## src/rtl/rcq_pkg.sv

```systemverilog
package rcq_pkg;

  // bits of the queue-control byte that are retained
  localparam logic [7:0] FCR_KEEP_MASK = 8'hC9;
  // width of the idle-timer counter: 4 * 12 bits max = 48
  localparam int TMO_W = 6;

  // bits per character: start + data + optional parity + stop
  function automatic logic [3:0] frame_bits(input logic [1:0] wlen,
                                            input logic parity_en,
                                            input logic stop2);
    logic [3:0] n;
    n = 4'd1 + 4'd5 + {2'b00, wlen};
    n = n + {3'b000, parity_en};
    n = n + (stop2 ? 4'd2 : 4'd1);
    return n;
  endfunction

  // trigger level in bytes for a 2-bit code, clamped to the depth
  function automatic int trig_bytes(input logic [1:0] code, input int depth);
    int lvl;
    case (code)
      2'b00:   lvl = 1;
      2'b01:   lvl = 4;
      2'b10:   lvl = 8;
      default: lvl = 14;
    endcase
    return (lvl > depth) ? depth : lvl;
  endfunction

endpackage

```

## src/rtl/rcq_ring.sv

```systemverilog
module rcq_ring #(
  parameter int DEPTH = 16,
  parameter int W     = 8,
  parameter int CW    = $clog2(DEPTH + 1)
) (
  input  logic          clk,
  input  logic          rst_n,
  input  logic          flush,
  input  logic          push,
  input  logic          pop,
  input  logic [W-1:0]  wdata,
  output logic [W-1:0]  rdata,
  output logic [CW-1:0] count
);
  localparam int AW = (DEPTH > 1) ? $clog2(DEPTH) : 1;
  localparam logic [AW-1:0] LAST = AW'(DEPTH - 1);

  logic [W-1:0]  mem [DEPTH];
  logic [AW-1:0] wr_ptr, rd_ptr;
  logic [CW-1:0] cnt_q;

  function automatic logic [AW-1:0] bump(input logic [AW-1:0] p);
    return (p == LAST) ? '0 : p + AW'(1);
  endfunction

  always_ff @(posedge clk or negedge rst_n) begin
    if (!rst_n) begin
      wr_ptr <= '0;
      rd_ptr <= '0;
      cnt_q  <= '0;
    end else if (flush) begin
      wr_ptr <= '0;
      rd_ptr <= '0;
      cnt_q  <= '0;
    end else begin
      if (push) wr_ptr <= bump(wr_ptr);
      if (pop)  rd_ptr <= bump(rd_ptr);
      cnt_q <= cnt_q + CW'(push) - CW'(pop);
    end
  end

  always_ff @(posedge clk) begin
    if (push && !flush) mem[wr_ptr] <= wdata;
  end

  assign rdata = (cnt_q == '0) ? '0 : mem[rd_ptr];
  assign count = cnt_q;

endmodule

```

## src/rtl/rcq_timer.sv

```systemverilog
module rcq_timer #(
  parameter int TW = rcq_pkg::TMO_W
) (
  input  logic          clk,
  input  logic          rst_n,
  input  logic          restart,
  input  logic          flag_clr,
  input  logic          active,
  input  logic          tick,
  input  logic [TW-1:0] limit,
  output logic          fire,
  output logic          flag
);
  logic [TW-1:0] cnt_q;
  logic          flag_q;
  logic          step;

  assign step = active && tick && !restart && !flag_q;
  assign fire = step && (cnt_q == limit - TW'(1));

  always_ff @(posedge clk or negedge rst_n) begin
    if (!rst_n) begin
      cnt_q <= '0;
    end else if (restart || fire) begin
      cnt_q <= '0;
    end else if (step) begin
      cnt_q <= cnt_q + TW'(1);
    end
  end

  always_ff @(posedge clk or negedge rst_n) begin
    if (!rst_n)        flag_q <= 1'b0;
    else if (flag_clr) flag_q <= 1'b0;
    else if (fire)     flag_q <= 1'b1;
  end

  assign flag = flag_q;

endmodule

```

## src/rtl/rcq_fcr.sv

```systemverilog
module rcq_fcr (
  input  logic       clk,
  input  logic       rst_n,
  input  logic       we,
  input  logic [7:0] wdata,
  output logic       flush_rx,
  output logic       flush_tx,
  output logic       en,
  output logic [1:0] lvl_code,
  output logic [7:0] state
);
  logic [7:0] fcr_q;
  logic       en_change;

  assign en_change = wdata[0] ^ fcr_q[0];
  assign flush_rx  = we && (wdata[1] || en_change);
  assign flush_tx  = we && (wdata[2] || en_change);

  always_ff @(posedge clk or negedge rst_n) begin
    if (!rst_n)  fcr_q <= 8'h00;
    else if (we) fcr_q <= wdata & rcq_pkg::FCR_KEEP_MASK;
  end

  assign en       = fcr_q[0];
  assign lvl_code = fcr_q[7:6];
  assign state    = fcr_q;

endmodule

```

## src/rtl/rx_char_queue.sv

```systemverilog
module rx_char_queue #(
  parameter int DEPTH = 16,
  parameter int CW    = $clog2(DEPTH + 1)
) (
  input  logic          clk,
  input  logic          rst_n,
  input  logic          rx_valid,
  input  logic [7:0]    rx_data,
  input  logic          rx_break,
  input  logic          bit_tick,
  input  logic [1:0]    lcr_wlen,
  input  logic          lcr_parity_en,
  input  logic          lcr_stop2,
  input  logic          fcr_we,
  input  logic [7:0]    fcr_wdata,
  input  logic          rd_pop,
  input  logic          lsr_rd,
  output logic [7:0]    rd_data,
  output logic          data_ready,
  output logic          overrun,
  output logic          brk_flag,
  output logic          timeout_flag,
  output logic          fifo_en,
  output logic [7:0]    fcr_state,
  output logic [CW-1:0] trig_level,
  output logic          trig_reached,
  output logic [CW-1:0] fifo_count,
  output logic          tx_flush
);
  import rcq_pkg::*;

  localparam logic [CW-1:0] FULL = CW'(DEPTH);

  // named internal events (observed by the checker)
  logic       rx_flush, tx_flush_now;
  logic       any_rx;
  logic [7:0] rx_byte;
  logic       full;
  logic       push_ok, pop_ok, drop_evt;
  logic       hold_wr, hold_rd, hold_ovr;
  logic       empties;
  logic       tmo_fire;
  logic [1:0] lvl_code;
  logic [7:0] ring_rdata;
  logic [TMO_W-1:0] tmo_limit;

  logic [7:0] hold_q;
  logic       hold_dr_q, oe_q, bi_q, tx_flush_q;

  rcq_fcr u_fcr (
    .clk      (clk),
    .rst_n    (rst_n),
    .we       (fcr_we),
    .wdata    (fcr_wdata),
    .flush_rx (rx_flush),
    .flush_tx (tx_flush_now),
    .en       (fifo_en),
    .lvl_code (lvl_code),
    .state    (fcr_state)
  );

  assign any_rx  = rx_valid || rx_break;
  assign rx_byte = rx_break ? 8'h00 : rx_data;
  assign full    = (fifo_count == FULL);

  // queuing-mode events
  assign pop_ok   = fifo_en && rd_pop && (fifo_count != '0) && !rx_flush;
  assign push_ok  = fifo_en && any_rx && !rx_flush && (!full || pop_ok);
  assign drop_evt = fifo_en && any_rx && !rx_flush && full && !pop_ok;
  assign empties  = pop_ok && !push_ok && (fifo_count == CW'(1));

  // holding-register events
  assign hold_wr  = !fifo_en && any_rx && !rx_flush;
  assign hold_rd  = !fifo_en && rd_pop && !rx_flush;
  assign hold_ovr = hold_wr && hold_dr_q && !rd_pop;

  rcq_ring #(.DEPTH(DEPTH), .W(8), .CW(CW)) u_ring (
    .clk   (clk),
    .rst_n (rst_n),
    .flush (rx_flush),
    .push  (push_ok),
    .pop   (pop_ok),
    .wdata (rx_byte),
    .rdata (ring_rdata),
    .count (fifo_count)
  );

  assign tmo_limit = {frame_bits(lcr_wlen, lcr_parity_en, lcr_stop2), 2'b00};

  rcq_timer #(.TW(TMO_W)) u_timer (
    .clk      (clk),
    .rst_n    (rst_n),
    .restart  (push_ok || pop_ok || rx_flush),
    .flag_clr (pop_ok || rx_flush),
    .active   (fifo_en && (fifo_count != '0)),
    .tick     (bit_tick),
    .limit    (tmo_limit),
    .fire     (tmo_fire),
    .flag     (timeout_flag)
  );

  always_ff @(posedge clk or negedge rst_n) begin
    if (!rst_n) begin
      hold_q    <= 8'h00;
      hold_dr_q <= 1'b0;
    end else if (rx_flush) begin
      hold_dr_q <= 1'b0;
    end else if (hold_wr) begin
      hold_q    <= rx_byte;
      hold_dr_q <= 1'b1;
    end else if (hold_rd) begin
      hold_dr_q <= 1'b0;
    end
  end

  always_ff @(posedge clk or negedge rst_n) begin
    if (!rst_n)                     oe_q <= 1'b0;
    else if (drop_evt || hold_ovr)  oe_q <= 1'b1;
    else if (lsr_rd)                oe_q <= 1'b0;
  end

  always_ff @(posedge clk or negedge rst_n) begin
    if (!rst_n)                             bi_q <= 1'b0;
    else if (rx_flush)                      bi_q <= 1'b0;
    else if (rx_break)                      bi_q <= 1'b1;
    else if (lsr_rd || empties || hold_rd)  bi_q <= 1'b0;
  end

  always_ff @(posedge clk or negedge rst_n) begin
    if (!rst_n) tx_flush_q <= 1'b0;
    else        tx_flush_q <= tx_flush_now;
  end

  assign rd_data      = fifo_en ? ring_rdata : hold_q;
  assign data_ready   = fifo_en ? (fifo_count != '0) : hold_dr_q;
  assign overrun      = oe_q;
  assign brk_flag     = bi_q;
  assign tx_flush     = tx_flush_q;
  assign trig_level   = CW'(trig_bytes(lvl_code, DEPTH));
  assign trig_reached = fifo_en ? (fifo_count >= trig_level) : hold_dr_q;

endmodule

```

## config.mk

```make
export PLATFORM = sky130hd
export DESIGN_NAME = rx_char_queue
export DESIGN_NICKNAME = d
export VERILOG_FILES = /design/src/rtl/rcq_pkg.sv /design/src/rtl/rcq_ring.sv /design/src/rtl/rcq_timer.sv /design/src/rtl/rcq_fcr.sv /design/src/rtl/rx_char_queue.sv
export SDC_FILE = /design/constraint.sdc
export NUM_CORES = 1
export LEC_CHECK = 0
export BUFFER_PORTS_ARGS = -buffer_cell sky130_fd_sc_hd__buf_2
export CAP_MARGIN = 10
export CORE_AREA = 5 5 138 114
export DETAILED_ROUTE_END_ITERATION = 6
export DIE_AREA = 0 0 143 119
export PLACE_DENSITY = 0.82
export SKIP_CTS_REPAIR_TIMING = 1
export SLEW_MARGIN = 20
export SYNTH_ARGS = -nofsm -noshare
export SYNTH_HDL_FRONTEND = slang
export SYNTH_HIERARCHICAL = 1
export SYNTH_SLANG_ARGS = --single-unit
```

## constraint.sdc

```tcl
create_clock -name clk -period 6.3 [get_ports clk]
set_input_delay 0.63 -clock clk [delete_from_list [all_inputs] [get_ports clk]]
set_output_delay 0.63 -clock clk [all_outputs]
set_load 0.01 [all_outputs]
```

==> results of run 1 <==
[per-stage QoR]
step                util (%)  instance area [µm²]  cells  hold slack [ns]  worst slack, ns
finish                  61.4                 8660    771            0.312             2.22
global route            61.4                 8660    771            0.378             1.99
CTS                     61.3                 8650    771            0.334             2.26
detailed placement      57.0                 8040    739            0.492             2.30
global placement        57.0                 8040    739            0.475             2.43
floorplan                  -                 7650    523            0.334             2.87
[per-layer routing]
metal,GRT usage [%],wire length (µm)
met5,0,0
met4,5.82,314
met3,6.01,1350
met2,31.9,8240
met1,27.8,6860
[power groups by stage]
stage          Sequential (µW)  Combinational [µW]  Clock [µW]
2_1_floorplan             1280                 477           0
3_3_place_gp              1290                 602           0
3_5_place_dp              1290                 627           0
4_1_cts                   1270                 635        1060
5_1_grt                   1280                 695        1120
6_report                  1270                 638        1050
[cells in the final DEF (no fill, tap or decap), types with 3 or more instances in the layout]
cell	count
xor2_1	9
nor3b_1	7
edfxtp_1	128
a211oi_1	5
nor3_1	6
o21bai_1	3
o211ai_1	8
a21oi_1	11
o21a_1	3
inv_6	3
buf_4	12
and2_1	4
mux2_2	21
nand4_1	3
mux2i_1	18
clkbuf_16	17
buf_2	53
bufinv_16	3
nor2_1	23
dfrtp_1	35
xnor2_1	7
nand2_1	20
inv_1	28
ha_1	20
o21ai_0	3
clkinvlp_4	4
nor2b_2	5
mux4_2	24
nand2b_1	4
nand3_1	20
nor2b_1	11
conb_1	12
a22oi_1	12
[worst max path at each step]
| stage | to | cells after the start |
|---|---|---|
| finish | u_ring/mem[14][0] | 8 |
| floorplan | u_ring/mem[10][0] | 8 |
| detailed placement | u_ring/mem[14][5] | 8 |
| CTS | u_ring/mem[14][0] | 8 |
| global placement | u_ring/mem[13][0] | 8 |
| global route | u_ring/mem[14][0] | 8 |
[area by class of cell]
type	instances	share of cell area, %
multi-input cells	298	30.2
repair buffers	65	4.10
clock buffers	18	4.96
clock inverters	14	2.04
inverters	28	1.21
flip-flops and latches	164	54.8
well taps	184	2.66
[worst reg2reg max path: stages (launching register included)]
cell and delay, ns:
dfrtp_1 0.93, xor2_1 0.20, o21a_1 0.22, buf_4 0.22, nand3b_1 0.28, a31oi_1 0.65, nor2b_1 0.35, nand2_1 0.21
nor2_1 0.67
[sequential cells by signal, indices dropped and copies added (netlist names), 4 cells and up]
name / flops
u_ring/mem: 128
u_timer/cnt_q: 6
u_ring/wr_ptr: 4
u_ring/rd_ptr: 4
hold_q: 8
u_ring/count: 5
u_fcr/state: 4
==> results_dict.tcl, run 1 <==
set metrics [dict create \
    tns_ns 0 \
    cts_tree "yes" \
    syn_to_final_growth_pct 13.7 \
    hpwl_mm 11.2 \
    min_period_ns 4.08 \
    report.final.slew_viol_count 0 \
    holdCritPathClass "in2async" \
    nets 624 \
    numPortBuffers 53 \
    cpPeakStageDelay_ns 0.93 \
    maxCapViolCount 0 \
    critPathLaunchType "flip-flop" \
    status "complete, no violations" \
    report.power.total_uw 2960 \
    cp.arrival_ns 4.13 \
    routed_via_density 5.91 \
    drc 0 \
    nFillCells 993 \
    cts.path.max_buffers 2 \
    pin_count 61 \
    crit_type "reg2reg" \
    vias 4558 \
    track_usage_pct 20.3 \
    rows 39 \
    antenna_found_initial 0 \
    tightest_slew_ns 0.979 \
    drt-wirelength-per-cell_um 21.7 \
    finClkSkew_ns 0.00903 \
    die_w_um 143 \
    grt_max_degree 46 \
    internal-power_uw 2130 \
    required_ns 6.35 \
    drive_gt1_share_pct 27.1 \
    start_util_pct 54.0 \
    antennaDiodeCount 0 \
    rr_worst_depth 8 \
    cellPowerDensity_nw_per_um2 342 \
    crit_chain "xor2_1, o21a_1, buf_4, nand3b_1, a31oi_1, nor2b_1, nand2_1, nor2_1" \
    crit_slowest_cell "dfrtp_1" \
    clockRootBuffer "clkbuf_16" \
    critPathMaxFanout 24 \
    grt_pass1_wl_mm 25.9 \
    yosys_warnings 6 \
    synthCells 513 \
    power.share.sequential_pct 42.9 \
    gp_congestion 0.901 \
    path_delay_family "simple AND/OR/NAND/NOR gates" \
    swShare_pct 28.3 \
    timing.rr.end "u_ring/mem[14][0]" \
    clock-sinks 164 \
    drt_first_pass_iters 6 \
    synth_area_per_cell_um2 14.8 \
    cp-startpoint "u_fcr/state[0]" \
    reg2reg_setup_slack_ns 2.22 \
    ant_nets 0 \
    path_clk_slew_ns 0.06 \
    crit_path_end_kind "flip-flop" \
    clk_latency_ns 0.42 \
    period_share_pct 64.8 \
    maxSlewHeadroom_pct 34.6 \
    setup_viol 0 \
    p_clk_share_pct 35.6 \
    peakVddDrop_v 0.000220 \
    cts_buffers 17 \
    htree_levels 4 \
    rsz0062_at_grt "false" \
    wirelength_mm 16.8 \
    hold_viol 0 \
    p_leak_uw 0.00315 \
    timing.fmax_mhz 245 \
    dieArea_um2 17000 \
    switchingPower_uw 839 \
    multiInputGateArea_um2 2620 \
    first_iter_violations 366 \
    grt_pass1_vias 4619 \
    grt_overflow 0 \
    synth_area_um2 7610 \
    regArea_um2 4750 \
    combPwrFrac_pct 21.5 \
    crit_buf_inv 1 \
    coreArea_um2 14100 \
    r2r_start "u_fcr/state[0]" \
    fp.dieH_um 119 \
]
Power figures use the tool's default switching activity.
==> run 2, diff against run 1 <==
CORE_AREA = 5 5 139 115   (was 5 5 138 114)
DIE_AREA = 0 0 144 120   (was 0 0 143 119)
PLACE_DENSITY = 0.84   (was 0.82)
clock period = 3.43 ns   (was 6.3 ns; I/O delays follow)
==> results_dict.tcl, run 2 (same netlist as run 1, synthesis figures left out) <==
set metrics [dict create \
    r2r_start "u_ring/count[1]" \
    cp.arrival_ns 2.90 \
    cts_buffers 17 \
    status "complete, no violations" \
    grt_max_degree 37 \
    critPathLaunchType "flip-flop" \
    finClkSkew_ns 0.00820 \
    tns_ns 0 \
    gp_congestion 0.860 \
    syn_to_final_growth_pct 14.6 \
    numPortBuffers 53 \
    hpwl_mm 11.3 \
    first_iter_violations 667 \
    largest_register_ffs 128 \
    fp.dieH_um 120 \
    antenna_found_initial 1 \
    fin_util_pct 59.9 \
    rsz0062_at_grt "false" \
    dieArea_um2 17300 \
    reg2reg_setup_slack_ns 0.36 \
    drc 0 \
    grt_overflow 0 \
    period_share_pct 94.6 \
    crit_type "reg2out" \
    drt_first_pass_iters 5 \
    drt-wirelength-per-cell_um 21.1 \
    drive_gt1_share_pct 28.4 \
    timing.rr.end "u_ring/count[4]" \
    clk_latency_ns 0.42 \
    tightest_slew_ns 1.01 \
    rows 40 \
    setup_viol 0 \
    path_clk_slew_ns 0.06 \
    grt_pass1_wl_mm 26.0 \
    start_util_pct 52.3 \
    maxCapViolCount 0 \
    crit_path_end "rd_data[6]" \
    clockRootBuffer "clkbuf_16" \
    report.power.total_uw 5340 \
    cts.path.max_buffers 2 \
    maxSlewHeadroom_pct 32.7 \
    cellPowerDensity_nw_per_um2 612 \
    critPathMaxFanout 16 \
    htree_levels 4 \
    cts_tree "yes" \
    ant_nets 0 \
    routed_via_density 5.85 \
    top_register "u_ring/mem" \
    hold_viol 0 \
    nets 639 \
    final_common_cell "edfxtp_1" \
    track_usage_pct 20.1 \
    clock-sinks 164 \
    hold_slack_ns 0.0353 \
    vias 4633 \
    grt_pass1_vias 4633 \
    min_period_ns 3.24 \
    crit_path_end_kind "output port" \
    coreArea_um2 14600 \
    die_w_um 144 \
    holdCritPathClass "in2async" \
    required_ns 3.09 \
    p_leak_uw 0.00321 \
    report.final.slew_viol_count 0 \
    timing.fmax_mhz 308 \
    rr_worst_depth 12 \
    mostFrequentLayoutCells "edfxtp_1, buf_2, dfrtp_1" \
    peakVddDrop_v 0.000395 \
    wirelength_mm 16.7 \
    finalInstanceArea_um2 8720 \
    pin_count 61 \
    cp-startpoint "u_ring/count[3]" \
    placed_area_um2 8160 \
    reg_top3 "u_ring/mem: 128 flops, hold_q: 8 flops, u_timer/cnt_q: 6 flops" \
]
[run 2: critical path, cell delays in order (launching register included)]
cell and delay (ns):
dfrtp_1 0.47, inv_1 0.12, ha_1 0.15, or4b_1 0.50
and2_1 0.40, a32oi_1 0.31, o211ai_1 0.10, mux2_2 0.29
buf_2 0.14
[run 2: area by class of cell]
type	count	area (µm²)
Clock inverter	11	104
Multi-Input combinational cell	298	2610
Timing Repair Buffer	80	468
Inverter	28	105
Antenna cell	1	2.50
Tap cell	189	236
Clock buffer	21	450
Sequential cell	164	4750
Fill cell	1035	5840
[run 2: power by group]
part / total, µW / switching (µW) / internal (µW)
logic: 1230 / 685 / 547
clock network: 1780 / 761 / 1020
registers: 2330 / 97.8 / 2230
total: 5340 / 1540 / 3800
[run 2: stage by stage]
step                      setup WS (ns)  cells
final                             0.187    792
after global routing             0.0410    792
after CTS                         0.172    791
after detailed placement          0.412    759
after global placement            0.497    759
after floorplan                   0.143    523
[run 2: worst min-delay path by stage]
stage,from,end,slack [ns]
after floorplan,rst_n,brk_flag,0.05
after global placement,rst_n,u_timer/flag,0.49
after detailed placement,hold_q[2],hold_q[2],0.50
after CTS,rst_n,u_timer/flag,0.06
after global routing,rst_n,u_timer/flag,0.11
final,rst_n,u_timer/flag,0.04
[run 2: layer usage]
layer / up-vias / global-route usage, % / part of all wire [%]
li1: 2084 / - / -
met1: 2351 / 28.2 / 41
met2: 167 / 30.6 / 50
met3: 31 / 5.06 / 6.9
met4: 0 / 7.41 / 2.0
met5: - / 0 / 0
==> run 3, diff against run 2 <==
PLACE_DENSITY = 0.77   (was 0.84)
==> results_dict.tcl, run 3 (same netlist as run 1, synthesis figures left out) <==
set metrics [dict create \
    tightest_slew_ns 1.15 \
    cp.arrival_ns 2.96 \
    clock-sinks 164 \
    final_common_cell "edfxtp_1" \
    grt_pass1_wl_mm 26.0 \
    hold_viol 0 \
    grt_overflow 0 \
    instances_no_fill 790 \
    coreArea_um2 14600 \
    status "complete, no violations" \
    cts.path.max_buffers 2 \
    required_ns 3.09 \
    fp.dieH_um 120 \
    finClkSkew_ns 0.00962 \
    numPortBuffers 53 \
    cellPowerDensity_nw_per_um2 641 \
    track_usage_pct 20.3 \
    crit_chain "inv_1, ha_1, or4b_1, and2_1, a32oi_1, o211ai_1, mux2_2, buf_2" \
    nets 638 \
    drt_first_pass_iters 5 \
    reg2reg_setup_slack_ns 0.36 \
    ant_nets 0 \
    cpPeakStageDelay_ns 0.50 \
    grt_pass1_vias 4645 \
    pre_cts_slack_ns 0.396 \
    crit_slowest_cell "or4b_1" \
    reg_top3 "u_ring/mem: 128 flops, hold_q: 8 flops, u_timer/cnt_q: 6 flops" \
    p_leak_uw 0.00326 \
    routed_via_density 6.03 \
    min_period_ns 3.31 \
    setup_viol 0 \
    drt-wirelength-per-cell_um 21.6 \
    path_clk_slew_ns 0.07 \
    crit_path_end_kind "output port" \
    multiInputGateArea_um2 2610 \
    antenna_found_initial 0 \
    htree_levels 4 \
    clk_latency_ns 0.42 \
    cts_buffers 17 \
    setup_ws_ns 0.123 \
    timing.fmax_mhz 302 \
    cts_tree "yes" \
    first_iter_violations 517 \
    vias 4760 \
    drive_gt1_share_pct 28.5 \
    clockRootBuffer "clkbuf_16" \
    critPathLaunchType "flip-flop" \
    regArea_um2 4750 \
    finalInstanceArea_um2 8840 \
    gp_congestion 0.848 \
    placed_cells 758 \
    rows 40 \
    top_register "u_ring/mem" \
    crit_type "reg2out" \
    dieArea_um2 17300 \
    largest_register_ffs 128 \
    pin_count 61 \
    r2r_start "u_ring/count[1]" \
    hpwl_mm 11.2 \
    placed_area_um2 8160 \
    timing.rr.end "u_ring/count[4]" \
    mostFrequentLayoutCells "edfxtp_1, buf_2, dfrtp_1" \
    start_util_pct 52.3 \
    die_w_um 144 \
    peakVddDrop_v 0.000523 \
    grt_max_degree 37 \
    rr_worst_depth 12 \
    holdCritPathClass "in2async" \
    maxSlewHeadroom_pct 23.2 \
    drc 0 \
    wirelength_mm 17.1 \
    critPathMaxFanout 16 \
    period_share_pct 96.4 \
    rsz0062_at_grt "false" \
    nFillCells 1049 \
    antennaDiodeCount 0 \
    maxCapViolCount 0 \
    syn_to_final_growth_pct 16.1 \
    report.final.slew_viol_count 0 \
]
-- run 3: cell count changes in the layout (fill, tap and decap cells not counted) --
cell	before	now
bufinv_16	1	6
buf_4	27	25
inv_6	2	0
buf_12	0	1
clkbuf_1	3	2
clkbuf_8	1	0
clkinv_2	3	2
diode_2	1	0
-- run 3: routing by layer --
| metal | up-vias | GRT usage [%] | part of all wire, % |
|---|---|---|---|
| met4 | 0 | 6.35 | 1.6 |
| met1 | 2425 | 28.5 | 40 |
| met2 | 228 | 31.3 | 49 |
| met5 | - | 0 | 0 |
| li1 | 2081 | - | - |
| met3 | 26 | 5.26 | 8.5 |
-- run 3: worst max-delay path, delay by kind of cell, from the launching register on --
family / cells / cell delay [ns]
compound gates: 2 / 0.44
fa+ha+maj: 1 / 0.15
buf+inv: 2 / 0.26
flops: 1 / 0.45
mux: 1 / 0.30
simple gates: 2 / 0.93
-- run 3: worst max-delay path by stage --
stage | startpoint | end | slack (ns) | cells past startpoint
6_report | u_ring/count[3] | rd_data[6] | 0.12 | 8
5_1_grt | u_ring/count[3] | rd_data[6] | 0.003 | 8
4_1_cts | u_ring/count[2] | rd_data[5] | -0.12 | 8
3_5_place_dp | u_ring/count[2] | rd_data[1] | 0.40 | 8
3_3_place_gp | u_ring/count[1] | u_ring/count[4] | 0.45 | 12
2_1_floorplan | u_fcr/state[0] | u_ring/mem[9][0] | 0.14 | 8
-- run 3: report_power, final --
group,internal [µW],switching (µW)
combinational,537,636
clock,1370,769
sequential,2230,125
-- run 3: per-stage QoR --
step / power (µW) / util [%] / setup TNS [ns] / hold slack (ns)
2_1_floorplan: 3220 / - / 0 / 0.0474
3_3_place_gp: 3490 / 56.0 / 0 / 0.475
3_5_place_dp: 3540 / 56.0 / 0 / 0.496
4_1_cts: 5680 / 60.6 / -0.405 / 0.0458
5_1_grt: 5910 / 60.7 / 0 / 0.0720
6_report: 5660 / 60.7 / 0 / 0.0237
-- run 3: final cells by class --
class	instances	share of cell area (%)
inverter	28	1.19
multi-input combinational	298	29.6
clock buffer	19	4.90
sequential	164	53.7
clock inverter	13	2.62
timing repair buffer	79	5.35
tap	189	2.68
